## config.mk

```make
export PLATFORM = sky130hd
export DESIGN_NAME = seq_pulse_gen
export DESIGN_NICKNAME = d
export VERILOG_FILES = /design/src/rtl/seq_pkg.sv /design/src/rtl/seq_regs.sv /design/src/rtl/seq_engine.sv /design/src/rtl/seq_outstage.sv /design/src/rtl/seq_pulse_gen.sv
export SDC_FILE = /design/constraint.sdc
export NUM_CORES = 1
export LEC_CHECK = 0
export ABC_AREA = 0
export BUFFER_PORTS_ARGS = -buffer_cell sky130_fd_sc_hd__buf_2
export CELL_PAD_IN_SITES_DETAIL_PLACEMENT = 1
export CELL_PAD_IN_SITES_GLOBAL_PLACEMENT = 2
export CORE_ASPECT_RATIO = 0.75
export CORE_MARGIN = 2
export CORE_UTILIZATION = 32
export CTS_CLUSTER_DIAMETER = 30
export CTS_CLUSTER_SIZE = 25
export DETAILED_ROUTE_END_ITERATION = 8
export PLACE_DENSITY_LB_ADDON = 0.08
export SLEW_MARGIN = 20
export SYNTH_ARGS = -nofsm -noshare
export SYNTH_HDL_FRONTEND = slang
export SYNTH_HIERARCHICAL = 1
export SYNTH_SLANG_ARGS = --single-unit
```

## constraint.sdc

```tcl
create_clock -name clk -period 2.55 [get_ports clk]
set_input_delay 0.51 -clock clk [delete_from_list [all_inputs] [get_ports clk]]
set_output_delay 0.51 -clock clk [all_outputs]
set_load 0.05 [all_outputs]
```

## src/rtl/seq_pkg.sv

```systemverilog
package seq_pkg;
  // byte offsets of the register words
  localparam int unsigned OFS_CFG     = 'h00;
  localparam int unsigned OFS_CTL     = 'h10;
  localparam int unsigned OFS_CTL_SET = 'h14;
  localparam int unsigned OFS_CTL_CLR = 'h18;

  typedef enum logic [1:0] {
    CTL_LOAD = 2'd0,
    CTL_OR   = 2'd1,
    CTL_AND_NOT = 2'd2,
    CTL_NONE = 2'd3
  } ctl_op_e;
endpackage

```

## src/rtl/seq_regs.sv

```systemverilog
module seq_regs
  import seq_pkg::*;
#(
  parameter int COUNT_W = 12,
  parameter int NUM_OUT = 4,
  parameter int ADDR_W  = 5,
  parameter int DATA_W  = 32
) (
  input  logic               clk,
  input  logic               rst,
  input  logic               bus_wr,
  input  logic [ADDR_W-1:0]  bus_addr,
  input  logic [DATA_W-1:0]  bus_wdata,
  input  logic               busy,
  output logic [DATA_W-1:0]  bus_rdata,
  output logic               cfg_wr,
  output logic [COUNT_W-1:0] wr_count,
  output logic               wr_pfree,
  output logic [COUNT_W-1:0] cfg_count,
  output logic               cfg_fast,
  output logic               cfg_phfree,
  output logic               cfg_pfree,
  output logic [NUM_OUT-1:0] ctl_inv,
  output logic [NUM_OUT-1:0] ctl_en
);
  localparam int CTL_W  = 2 * NUM_OUT;
  localparam int FAST_B = COUNT_W;
  localparam int PHF_B  = COUNT_W + 1;
  localparam int PF_B   = COUNT_W + 2;
  localparam logic [ADDR_W-1:0] A_CFG = ADDR_W'(OFS_CFG);
  localparam logic [ADDR_W-1:0] A_CTL = ADDR_W'(OFS_CTL);
  localparam logic [ADDR_W-1:0] A_SET = ADDR_W'(OFS_CTL_SET);
  localparam logic [ADDR_W-1:0] A_CLR = ADDR_W'(OFS_CTL_CLR);

  logic [CTL_W-1:0] ctl_q;
  logic [CTL_W-1:0] wbits;
  ctl_op_e          op;
  logic [DATA_W-1:0] rd_n;

  assign cfg_wr   = bus_wr && (bus_addr == A_CFG);
  assign wr_count = bus_wdata[COUNT_W-1:0];
  assign wr_pfree = bus_wdata[PF_B];
  assign wbits    = bus_wdata[CTL_W-1:0];
  assign ctl_inv  = ctl_q[NUM_OUT-1:0];
  assign ctl_en   = ctl_q[CTL_W-1:NUM_OUT];

  always_comb begin
    op = CTL_NONE;
    if (bus_wr) begin
      if (bus_addr == A_CTL)      op = CTL_LOAD;
      else if (bus_addr == A_SET) op = CTL_OR;
      else if (bus_addr == A_CLR) op = CTL_AND_NOT;
    end
  end

  always_ff @(posedge clk) begin
    if (rst) begin
      cfg_count  <= '0;
      cfg_fast   <= 1'b0;
      cfg_phfree <= 1'b0;
      cfg_pfree  <= 1'b0;
      ctl_q      <= '0;
    end else begin
      if (cfg_wr) begin
        cfg_count  <= wr_count;
        cfg_fast   <= bus_wdata[FAST_B];
        cfg_phfree <= bus_wdata[PHF_B];
        cfg_pfree  <= wr_pfree;
      end
      case (op)
        CTL_LOAD:    ctl_q <= wbits;
        CTL_OR:      ctl_q <= ctl_q | wbits;
        CTL_AND_NOT: ctl_q <= ctl_q & ~wbits;
        default:     ctl_q <= ctl_q;
      endcase
    end
  end

  always_comb begin
    rd_n = '0;
    if (bus_addr == A_CFG) begin
      rd_n[COUNT_W-1:0] = cfg_count;
      rd_n[FAST_B]      = cfg_fast;
      rd_n[PHF_B]       = cfg_phfree;
      rd_n[PF_B]        = cfg_pfree;
    end else if (bus_addr == A_CTL || bus_addr == A_SET || bus_addr == A_CLR) begin
      rd_n[CTL_W-1:0] = ctl_q;
      rd_n[CTL_W]     = busy;
    end
  end

  always_ff @(posedge clk) begin
    if (rst) bus_rdata <= '0;
    else     bus_rdata <= rd_n;
  end
endmodule

```

## src/rtl/seq_engine.sv

```systemverilog
module seq_engine #(
  parameter int COUNT_W  = 12,
  parameter int NUM_OUT  = 4,
  parameter int SLOW_LEN = 16,
  parameter int FAST_LEN = 8,
  localparam int PH_W    = $clog2(SLOW_LEN)
) (
  input  logic               clk,
  input  logic               rst,
  input  logic               adc_tick,
  input  logic               adc_on,
  input  logic               cfg_wr,
  input  logic [COUNT_W-1:0] wr_count,
  input  logic               wr_pfree,
  input  logic               cfg_fast,
  input  logic               cfg_phfree,
  input  logic               cfg_pfree,
  input  logic [NUM_OUT-1:0] ctl_en,
  output logic [PH_W-1:0]    ph_cnt,
  output logic [COUNT_W-1:0] rem_cnt,
  output logic               active,
  output logic               wave
);
  localparam logic [PH_W-1:0] SLOW_LAST = PH_W'(SLOW_LEN - 1);
  localparam logic [PH_W-1:0] FAST_LAST = PH_W'(FAST_LEN - 1);
  localparam logic [PH_W-1:0] SLOW_HALF = PH_W'(SLOW_LEN / 2);
  localparam logic [PH_W-1:0] FAST_HALF = PH_W'(FAST_LEN / 2);

  logic [PH_W-1:0] last_ph;
  logic [PH_W-1:0] half_ph;
  logic            ph_run;
  logic            wrap;

  assign last_ph = cfg_fast ? FAST_LAST : SLOW_LAST;
  assign half_ph = cfg_fast ? FAST_HALF : SLOW_HALF;
  assign active  = (rem_cnt != '0) || (cfg_pfree && (|ctl_en));
  assign ph_run  = adc_tick && (cfg_phfree ? adc_on : active);
  assign wrap    = (ph_cnt == last_ph);
  assign wave    = active && (ph_cnt < half_ph);

  always_ff @(posedge clk) begin
    if (rst) begin
      ph_cnt  <= '0;
      rem_cnt <= '0;
    end else if (cfg_wr) begin
      ph_cnt  <= '0;
      rem_cnt <= wr_pfree ? '0 : wr_count;
    end else if (ph_run) begin
      ph_cnt <= wrap ? '0 : ph_cnt + 1'b1;
      if (wrap && rem_cnt != '0) rem_cnt <= rem_cnt - 1'b1;
    end
  end
endmodule

```

## src/rtl/seq_outstage.sv

```systemverilog
module seq_outstage #(
  parameter int NUM_OUT = 4
) (
  input  logic               clk,
  input  logic               rst,
  input  logic               wave,
  input  logic [NUM_OUT-1:0] ctl_en,
  input  logic [NUM_OUT-1:0] ctl_inv,
  output logic [NUM_OUT-1:0] pulse_out
);
  for (genvar i = 0; i < NUM_OUT; i++) begin : g_lane
    always_ff @(posedge clk) begin
      if (rst) pulse_out[i] <= 1'b0;
      else     pulse_out[i] <= ctl_en[i] ? (wave ^ ctl_inv[i]) : ctl_inv[i];
    end
  end
endmodule

```

## src/rtl/seq_pulse_gen.sv

```systemverilog
module seq_pulse_gen #(
  parameter int COUNT_W  = 12,
  parameter int NUM_OUT  = 4,
  parameter int ADDR_W   = 5,
  parameter int DATA_W   = 32,
  parameter int SLOW_LEN = 16,
  parameter int FAST_LEN = 8
) (
  input  logic               clk,
  input  logic               rst,
  input  logic               adc_tick,
  input  logic               adc_on,
  input  logic               bus_wr,
  input  logic [ADDR_W-1:0]  bus_addr,
  input  logic [DATA_W-1:0]  bus_wdata,
  output logic [DATA_W-1:0]  bus_rdata,
  output logic [NUM_OUT-1:0] pulse_out,
  output logic               busy
);
  localparam int PH_W = $clog2(SLOW_LEN);

  logic               cfg_wr;
  logic [COUNT_W-1:0] wr_count;
  logic               wr_pfree;
  logic [COUNT_W-1:0] cfg_count;
  logic               cfg_fast;
  logic               cfg_phfree;
  logic               cfg_pfree;
  logic [NUM_OUT-1:0] ctl_inv;
  logic [NUM_OUT-1:0] ctl_en;
  logic [PH_W-1:0]    ph_cnt;
  logic [COUNT_W-1:0] rem_cnt;
  logic               wave;

  seq_regs #(
    .COUNT_W(COUNT_W), .NUM_OUT(NUM_OUT), .ADDR_W(ADDR_W), .DATA_W(DATA_W)
  ) regs_i (
    .clk(clk), .rst(rst), .bus_wr(bus_wr), .bus_addr(bus_addr),
    .bus_wdata(bus_wdata), .busy(busy), .bus_rdata(bus_rdata),
    .cfg_wr(cfg_wr), .wr_count(wr_count), .wr_pfree(wr_pfree),
    .cfg_count(cfg_count), .cfg_fast(cfg_fast), .cfg_phfree(cfg_phfree),
    .cfg_pfree(cfg_pfree), .ctl_inv(ctl_inv), .ctl_en(ctl_en)
  );

  seq_engine #(
    .COUNT_W(COUNT_W), .NUM_OUT(NUM_OUT), .SLOW_LEN(SLOW_LEN), .FAST_LEN(FAST_LEN)
  ) engine_i (
    .clk(clk), .rst(rst), .adc_tick(adc_tick), .adc_on(adc_on),
    .cfg_wr(cfg_wr), .wr_count(wr_count), .wr_pfree(wr_pfree),
    .cfg_fast(cfg_fast), .cfg_phfree(cfg_phfree), .cfg_pfree(cfg_pfree),
    .ctl_en(ctl_en), .ph_cnt(ph_cnt), .rem_cnt(rem_cnt), .active(busy),
    .wave(wave)
  );

  seq_outstage #(.NUM_OUT(NUM_OUT)) outs_i (
    .clk(clk), .rst(rst), .wave(wave), .ctl_en(ctl_en), .ctl_inv(ctl_inv),
    .pulse_out(pulse_out)
  );
endmodule

```

# Word level (Yosys, flattened, before mapping)
# Index checks and enable logic that the tools add are counted.
# Widths: inputs -> output; s select.
totals:
  register_bits: 75
  inputBits: 42
  out_inout_bits: 37
  word_cells: 68
classes:
  addsub: 2
  n_lt_le_gt_ge: 1
  eq_ne: 6
  mux: 19
  n_bitwise: 8
  reduce_logical: 18
ops:
  columns: ["operator", "count"]
  rows:
  - ["$mux 12", 4]
  - ["$pmux 8 s3", 1]
  - ["$mux 9", 2]
  - ["$eq 5x5->1 const B", 3]
  - ["$mux 4", 3]
  - ["$reduce_bool 12->1", 1]
  - ["$sub 12x1->12 const B", 1]
  - ["$and 8x8->8", 1]
  - ["$not 8->8", 1]
  - ["$or 8x8->8", 1]
  - ["$mux 1", 6]
  - ["$mux 2", 3]
  - ["$logic_and 1x1->1", 5]
  - ["$logic_not 5->1", 1]
  - ["$add 4x1->4 const B", 1]
  - ["$eq 4x4->1", 1]
  - ["$lt 4x4->1", 1]
  - ["$reduce_bool 2->1", 2]
  - ["$reduce_or 2->1", 2]
  - ["$reduce_or 4->1", 1]
  - ["$xor 1x1->1", 4]
  - ["$logic_or 1x1->1", 3]
  - ["$reduce_bool 3->1", 1]
  - ["$eq 2x1->1 const B", 1]
  - ["4 further kinds", 4]

# Logic depth before layout (Yosys ltp)
# Gate-level depths: netlist of run 1.
depth:
  depth_word: 7
  depth_mapped: 10
  depth_no_buf: 7

# By module
# The synthesis of run 1 kept the hierarchy.
modules_own_cells:
  columns: ["mod", "instances", "cells_each", "area_each_um2", "seq_area_each_um2"]
  rows:
  - ["seq_regs", 1, 188, 1843.0, 760.7]
  - ["seq_engine", 1, 134, 1077.3, 320.3]
  - ["seq_outstage", 1, 17, 181.4, 80.1]

# Worst setup path before layout of run 1
# No wires, ideal clock.
synth_timing:
  path_type: "register to register"
  from: "register engine_i.rem_cnt[2]"
  to: "register outs_i.pulse_out[0]"
  setup_time_ns: 0.070
  arrival_ns: 2.055
  t_required_ns: 2.480
  setup_slack_ns: 0.426
  path_stages_with_launch: 8
  path_buffers: 1
  period_less_slack_ns: 2.124
  path_cell_list: "dfxtp_1 -> nor4_4 -> and4_2 -> nand2b_1 -> and3b_1 -> buf_6 -> a21bo_1 -> a21oi_1"
synth_between:
  elab_chain_cells: 5
synth_lines:
  columns: ["item", "line_no", "source"]
  rows:
  - ["from (decl)", "seq_engine.sv:20", "output logic [COUNT_W-1:0] rem_cnt,"]
  - ["from (signal assigned)", "seq_engine.sv:47", "rem_cnt <= wr_pfree ? '0 : wr_count;"]
  - ["from (signal assigned)", "seq_engine.sv:50", "if (wrap && rem_cnt != '0) rem_cnt <= rem_cnt - 1'b1;"]
  - ["$reduce_bool 12->1", "seq_engine.sv:36", "assign active = (rem_cnt != '0) || (cfg_pfree && (|ctl_en));"]
  - ["$logic_or 1x1->1", "seq_engine.sv:36", null]
  - ["net busy", "seq_pulse_gen.sv:18", "output logic busy"]
  - ["$logic_and 1x1->1", "seq_engine.sv:39", "assign wave = active && (ph_cnt < half_ph);"]
  - ["net wave", "seq_pulse_gen.sv:33", "logic wave;"]
  - ["$xor 1x1->1", "seq_outstage.sv:14", "else pulse_out[i] <= ctl_en[i] ? (wave ^ ctl_inv[i]) : ctl_inv[i];"]
  - ["$mux 1", "seq_outstage.sv:14", null]
  - ["to (signal, indexed assignment)", "seq_outstage.sv:14", null]
  - ["to (decl)", "seq_outstage.sv:9", "output logic [NUM_OUT-1:0] pulse_out"]
# The timed path passes the listed nets, and every way through them passes these cells.
# A chain may end at the register's enable or synchronous reset.

# Worst setup path in the final report of run 1
layout_timing:
  from: "register engine_i.rem_cnt[2]"
  to: "output busy"
layout_between:
  elab_chain_cells: 2
layout_lines:
  columns: ["item", "line_no"]
  rows:
  - ["$reduce_bool 12->1", "seq_engine.sv:36"]
  - ["$logic_or 1x1->1", "seq_engine.sv:36"]
  - ["to (decl)", "seq_pulse_gen.sv:18"]
# No other way between the ends.

==> results of run 1 <==
==> critical path, delay by kind of cell, from the launching register on <==
family | cells | cell delay (ps)
simple gates | 3 | 910
buf+inv | 1 | 230
flops | 1 | 380
==> logic make-up after synthesis <==
group / share of synthesized area [%]
XOR/XNOR: 0.847
AO/OA/AOI/OAI: 16.1
buffers and inverters: 11.8
flip-flops: 37.4
multiplexers: 5.16
adder cells (fa/ha/maj): 2.82
other: 0.121
AND/OR/NAND/NOR: 25.7
==> per-layer routing <==
metal | GRT usage (%) | part of all wire [%] | up-vias
met5 | 0 | 0 | -
li1 | - | - | 1229
met3 | 4.72 | 4.0 | 11
met2 | 25.8 | 42 | 59
met1 | 22.2 | 53 | 1210
met4 | 5.26 | 1.3 | 0
==> per-stage QoR <==
| stage | setup WS [ps] | total power, mW | std cells | util (%) | cell area (um^2) |
|---|---|---|---|---|---|
| final | 187 | 2.24 | 508 | 37.1 | 3540 |
| after global routing | 82.8 | 2.34 | 508 | 37.1 | 3540 |
| after CTS | 162 | 2.28 | 508 | 37.1 | 3540 |
| after detailed placement | 353 | 1.16 | 492 | 34.3 | 3270 |
| after global placement | 402 | 1.16 | 492 | 34.3 | 3270 |
| after floorplan | 426 | 1.13 | 355 | - | 3160 |
==> flip-flops by register name (all words and copies together) (netlist names), 4 cells and up <==
name and cells:
engine_i/ph_cnt 4, regs_i/cfg_count 12, regs_i/bus_rdata 15, engine_i/rem_cnt 12, outs_i/pulse_out 4, regs_i/ctl_q 8
==> power groups by stage <==
stage / clock network, mW / registers, mW / logic [mW]
floorplan: 0 / 0.948 / 0.185
global placement: 0 / 0.947 / 0.211
detailed placement: 0 / 0.947 / 0.212
CTS: 1.14 / 0.928 / 0.213
global route: 1.18 / 0.929 / 0.230
finish: 1.10 / 0.928 / 0.211
==> final cells by class <==
cell class | instances | area, um^2 | share of cell area, %
repair buffers | 52 | 280 | 7.92
inverters | 7 | 26.3 | 0.742
clock inverters | 5 | 30.0 | 0.848
flip-flops and latches | 58 | 1160 | 32.8
clock buffers | 11 | 243 | 6.86
multi-input cells | 243 | 1640 | 46.2
well taps | 132 | 165 | 4.66
==> final timing paths <==
| check | from | end | slack (ps) | cells after the start |
|---|---|---|---|---|
| worst max-delay path | engine_i/rem_cnt[2] | busy | 190 | 4 |
| worst min-delay path | bus_wdata[12] | regs_i/cfg_fast | 440 | 3 |
| worst max register to register | regs_i/cfg_fast | engine_i/rem_cnt[10] | 440 | 6 |
| worst min register to register | regs_i/cfg_count[11] | regs_i/bus_rdata[11] | 460 | 1 |
==> layout by cell type, fill, tap and decap left out, drive strengths merged, types with 10 or more instances in the layout <==
master,netlist,routed
o21ai,10,10
mux2i,16,16
clkbuf,9,11
nor2,13,13
a21oi,20,20
dfxtp,58,58
buf,38,52
conb,1,17
nand2b,33,33
nand2,22,22
nand3b,20,20
==> impl_metrics.csv, run 1 <==
group,metric,value,unit
outcome,outcome,"finished clean",
logic_synthesis,yosysWarnings,6,
pwr,p_comb_share,9.4,%
critical_path,cpPeakStageDelay,480,ps
logic_synthesis,ys_top_cells_by_count,"58 x dfxtp_1, 33 x nand2b_1, 30 x buf_4",
layout,drive_gt1_share,20.5,%
pwr,p_seq_share,41.4,%
routing,finalWirelength,8060,um
clock_network,cts.sinks,58,
global_routing,antenna_found_initial,0,
critical_path,slowest_stage,"nor4_4",
routing,first_pass_iters,4,
clock_network,postCtsResizedCells,0,
logic_synthesis,syn_inst,339,
routing,via_count,2509,
placement,portBuffers,44,
critical_path,startpoint_type,"register",
critical_path,critPathKind,"register to output port",
clock_network,cts_root_buffer,"clkbuf_16",
die,io_pins,79,
pwr,p_clk_share,49.2,%
logic_synthesis,synth_area,3100,um^2
logic_synthesis,synthTopCellsByArea,"dfxtp_1 37%, buf_4 7.3%, nand2b_1 6.7%",
timing,slew_headroom,56.8,%
global_routing,grt_pass1_vias,2535,
critical_path,required,2040,ps
timing,layout_min_cycle_time,2360,ps
clock_network,cts_setup_buffers,0,
logic_synthesis,synth-async-reset-ratio,0,%
global_routing,grt_max_degree,31,
die,core_area,9540,um^2
clock_network,clockBufferDepth,2,
logic_synthesis,seq_area_frac_synth,37.4,%
pwr,p_int,1.66,mW
logic_synthesis,yosysMostFrequentCell,"dfxtp_1",
clock_network,clkLatencyLatePin,330,ps
pwr,p_sw_share,26.1,%
clock_network,clk_pin_slew,50,ps
global_routing,globalRouteOverflowTotal,0,
critical_path,cp.arrival,1850,ps
timing,fin_hold_ws,442,ps
pwr,ir_worst_vdd,248,uV
logic_synthesis,synth_seq_cells,58,
layout,diodes,0,
routing,ant_nets,0,
logic_synthesis,synth_edf_count,0,
logic_synthesis,ys_types,52,
timing,hold_violations,0,
die,start_util,32.5,%
routing,wl_per_cell,15.9,um
routing,drt_iter0_markers,100,
logic_synthesis,yosysTopAreaCell,"dfxtp_1",
layout,fill_cells,1125,
routing,drcViolationCount,0,
layout,syn_to_final_growth,14.2,%
pwr,cellLeakagePower,1.40,nW
routing,vias_per_cell,4.94,
die,dieWidth,118,um
global_routing,grt_pass1_wl,13200,um
layout,fin_nets,420,
pwr,power_switching,0.585,mW
timing,drv_slew,0,
die,dieArea,10500,um^2
placement,dp_hpwl,5910,um
clock_network,cts_tree,"yes",
logic_synthesis,avgSynthCellArea,9.15,um^2
critical_path,critPathCaptureType,"output port",
timing,worstMarginPinSlew,648,ps
die,fp-row-count,31,
timing,period_share,92.7,%
clock_network,ctsHoldBuffers,0,
critical_path,crit_fanout,6,
clock_network,h-tree-depth,3,
logic_synthesis,yosys.area.top_type_share,37.4,%
placement,routabilityCongestion,0.768,
global_routing,track_usage,16.5,%
logic_synthesis,ys.flop_type,"dfxtp_1",
timing,finalSetupViolCount,0,
die,die_h,89.3,um
timing,clock.fmax,423,MHz
timing,rsz0062_at_grt,"false",
timing,timing.setup.tns,0,ps
pwr,powerDensity,633,nW/um^2
critical_path,path_cells,"nor4_4, and4_2, nand2b_1, buf_2",
clock_network,cts_inserted_buffers,9,
worst_hold_path,min-delay-path-class,"input pin to register",
timing,skew,7.49,ps
job,maxCapViolations,0,
No activity file was read; power rests on OpenSTA's default activity.
==> inputs of run 2 (changes only) <==
- CORE_UTILIZATION: 32 -> 34
- clock period: 2.55 -> 3 ns (I/O delays scaled with it)
==> run 2 against run 1 <==
Net effect: clock power is essentially flat; routed wire length increased by 0.55%; critical endpoint unchanged; core utilization is 2.4 points higher; global-route usage grew 1.3 points; largest cell class unchanged; largest power group unchanged.
==> impl_metrics.csv, run 2 (synthesized netlist as in run 1, its figures left out) <==
group,metric,value,unit
outcome,outcome,"finished clean",
critical_path,rr_worst_depth,6,
timing,rsz0062_at_grt,"false",
critical_path,cpLargestDelayFamily,"simple AND/OR/NAND/NOR gates",
timing,fin_hold_ws,459,ps
clock_network,cts.sinks,58,
layout,diodes,0,
pwr,total_power,2.08,mW
layout,fill_cells,1037,
layout,largest_reg_flops,15,
placement,pre_cts_ws,660,ps
layout,fin_nets,417,
routing,finalWirelength,8100,um
global_routing,grt_pass1_wl,13100,um
layout,fin_util,39.5,%
critical_path,crit_fanout,6,
critical_path,cpPeakStageDelay,490,ps
global_routing,antenna_found_initial,0,
die,dieWidth,114,um
critical_path,slowest_stage,"nor4_4",
timing,timing.setup.tns,0,ps
clock_network,ctsHoldBuffers,0,
routing,wl_per_cell,16.7,um
pwr,powerDensity,587,nW/um^2
layout,syn_to_final_growth,14.2,%
routing,drcViolationCount,0,
die,start_util,34.6,%
die,die_h,86.7,um
worst_hold_path,hold_depth,1,
routing,via_count,2472,
pwr,ir_worst_vdd,341,uV
timing,setup_slack,512,ps
timing,clock.fmax,402,MHz
clock_network,cts_setup_buffers,0,
critical_path,critPathBufInv,1,
clock_network,h-tree-depth,3,
placement,place_inst,469,
timing,slew_headroom,59.9,%
routing,vias_per_cell,5.10,
timing,layout_min_cycle_time,2490,ps
layout,final_common_cell,"dfxtp_1",
critical_path,critPathCaptureType,"output port",
critical_path,cp.arrival,1890,ps
clock_network,cts_root_buffer,"clkbuf_16",
pwr,cellLeakagePower,1.41,nW
die,core_area,8970,um^2
worst_hold_path,min-delay-path-class,"register to register",
clock_network,clkLatencyLatePin,330,ps
critical_path,required,2400,ps
clock_network,cts_tree,"yes",
pwr,p_clk_share,53.4,%
layout,top_register,"regs_i/bus_rdata",
timing,period_share,82.9,%
global_routing,grt_max_degree,32,
critical_path,startpoint_type,"register",
placement,dp_hpwl,5830,um
die,dieArea,9910,um^2
die,fp-row-count,30,
routing,ant_nets,0,
critical_path,critPathKind,"register to output port",
routing,first_pass_iters,4,
layout,fin_area,3540,um^2
global_routing,track_usage,17.7,%
layout,layout_common_cells,"58 x dfxtp_1, 44 x buf_2, 33 x nand2b_1",
clock_network,cts_inserted_buffers,9,
clock_network,clk_pin_slew,50,ps
clock_network,clockBufferDepth,2,
timing,worstMarginPinSlew,601,ps
layout,layoutNonFillerInstCount,485,
timing,finalSetupViolCount,0,
pwr,power_switching,0.501,mW
clock_network,postCtsResizedCells,0,
timing,hold_violations,0,
critical_path,crit_cells,4,
pwr,p_sw_share,24.1,%
critical_path,path_cells,"nor4_4, and4_2, nand2b_1, buf_2",
layout,largest_registers,"regs_i/bus_rdata: 15 flops, engine_i/rem_cnt: 12 flops, regs_i/cfg_count: 12 flops",
job,maxCapViolations,0,
pwr,p_seq_share,37.9,%
placement,routabilityCongestion,0.726,
placement,portBuffers,44,
die,io_pins,79,
pwr,p_comb_share,8.6,%
placement,place_area,3220,um^2
pwr,p_int,1.58,mW
global_routing,grt_pass1_vias,2404,
routing,drt_iter0_markers,111,
global_routing,globalRouteOverflowTotal,0,
timing,skew,4.21,ps
layout,drive_gt1_share,19.8,%
timing,drv_slew,0,
run 2: worst register-to-register path: stages (launching register included):
cell and delay, ps:
dfxtp_1 340, ha_1 300, and2_1 180, nand4_1 320
or4_1 610, a32oi_1 210, nor2_1 50
run 2: area by class of cell:
| class | count | area, um^2 | area share, % |
|---|---|---|---|
| timing repair buffer | 49 | 258 | 7.28 |
| clock inverter | 5 | 77.6 | 2.19 |
| sequential | 58 | 1160 | 32.8 |
| clock buffer | 11 | 243 | 6.86 |
| inverter | 7 | 26.3 | 0.742 |
| multi-input combinational | 243 | 1640 | 46.2 |
| tap | 112 | 140 | 3.96 |
run 2: per-layer routing:
layer	GRT usage, %	wire length [um]
met2	26.0	3420
met5	0	0
met4	6.10	104
met3	5.45	346
met1	24.7	4230
run 2: final timing paths:
| check | from | endpoint | slack, ps |
|---|---|---|---|
| worst min register to register | regs_i/cfg_count[11] | regs_i/bus_rdata[11] | 460 |
| worst max register to register | regs_i/cfg_fast | engine_i/rem_cnt[7] | 860 |
| worst max-delay path | engine_i/rem_cnt[2] | busy | 510 |
| worst min-delay path | regs_i/cfg_count[11] | regs_i/bus_rdata[11] | 460 |
run 2: power groups by stage:
stage,clock (mW),combinational (mW),sequential [mW]
detailed placement,0,0.179,0.804
finish,1.11,0.179,0.788
CTS,1.14,0.179,0.788
floorplan,0,0.157,0.806
global route,1.18,0.194,0.789
global placement,0,0.177,0.804
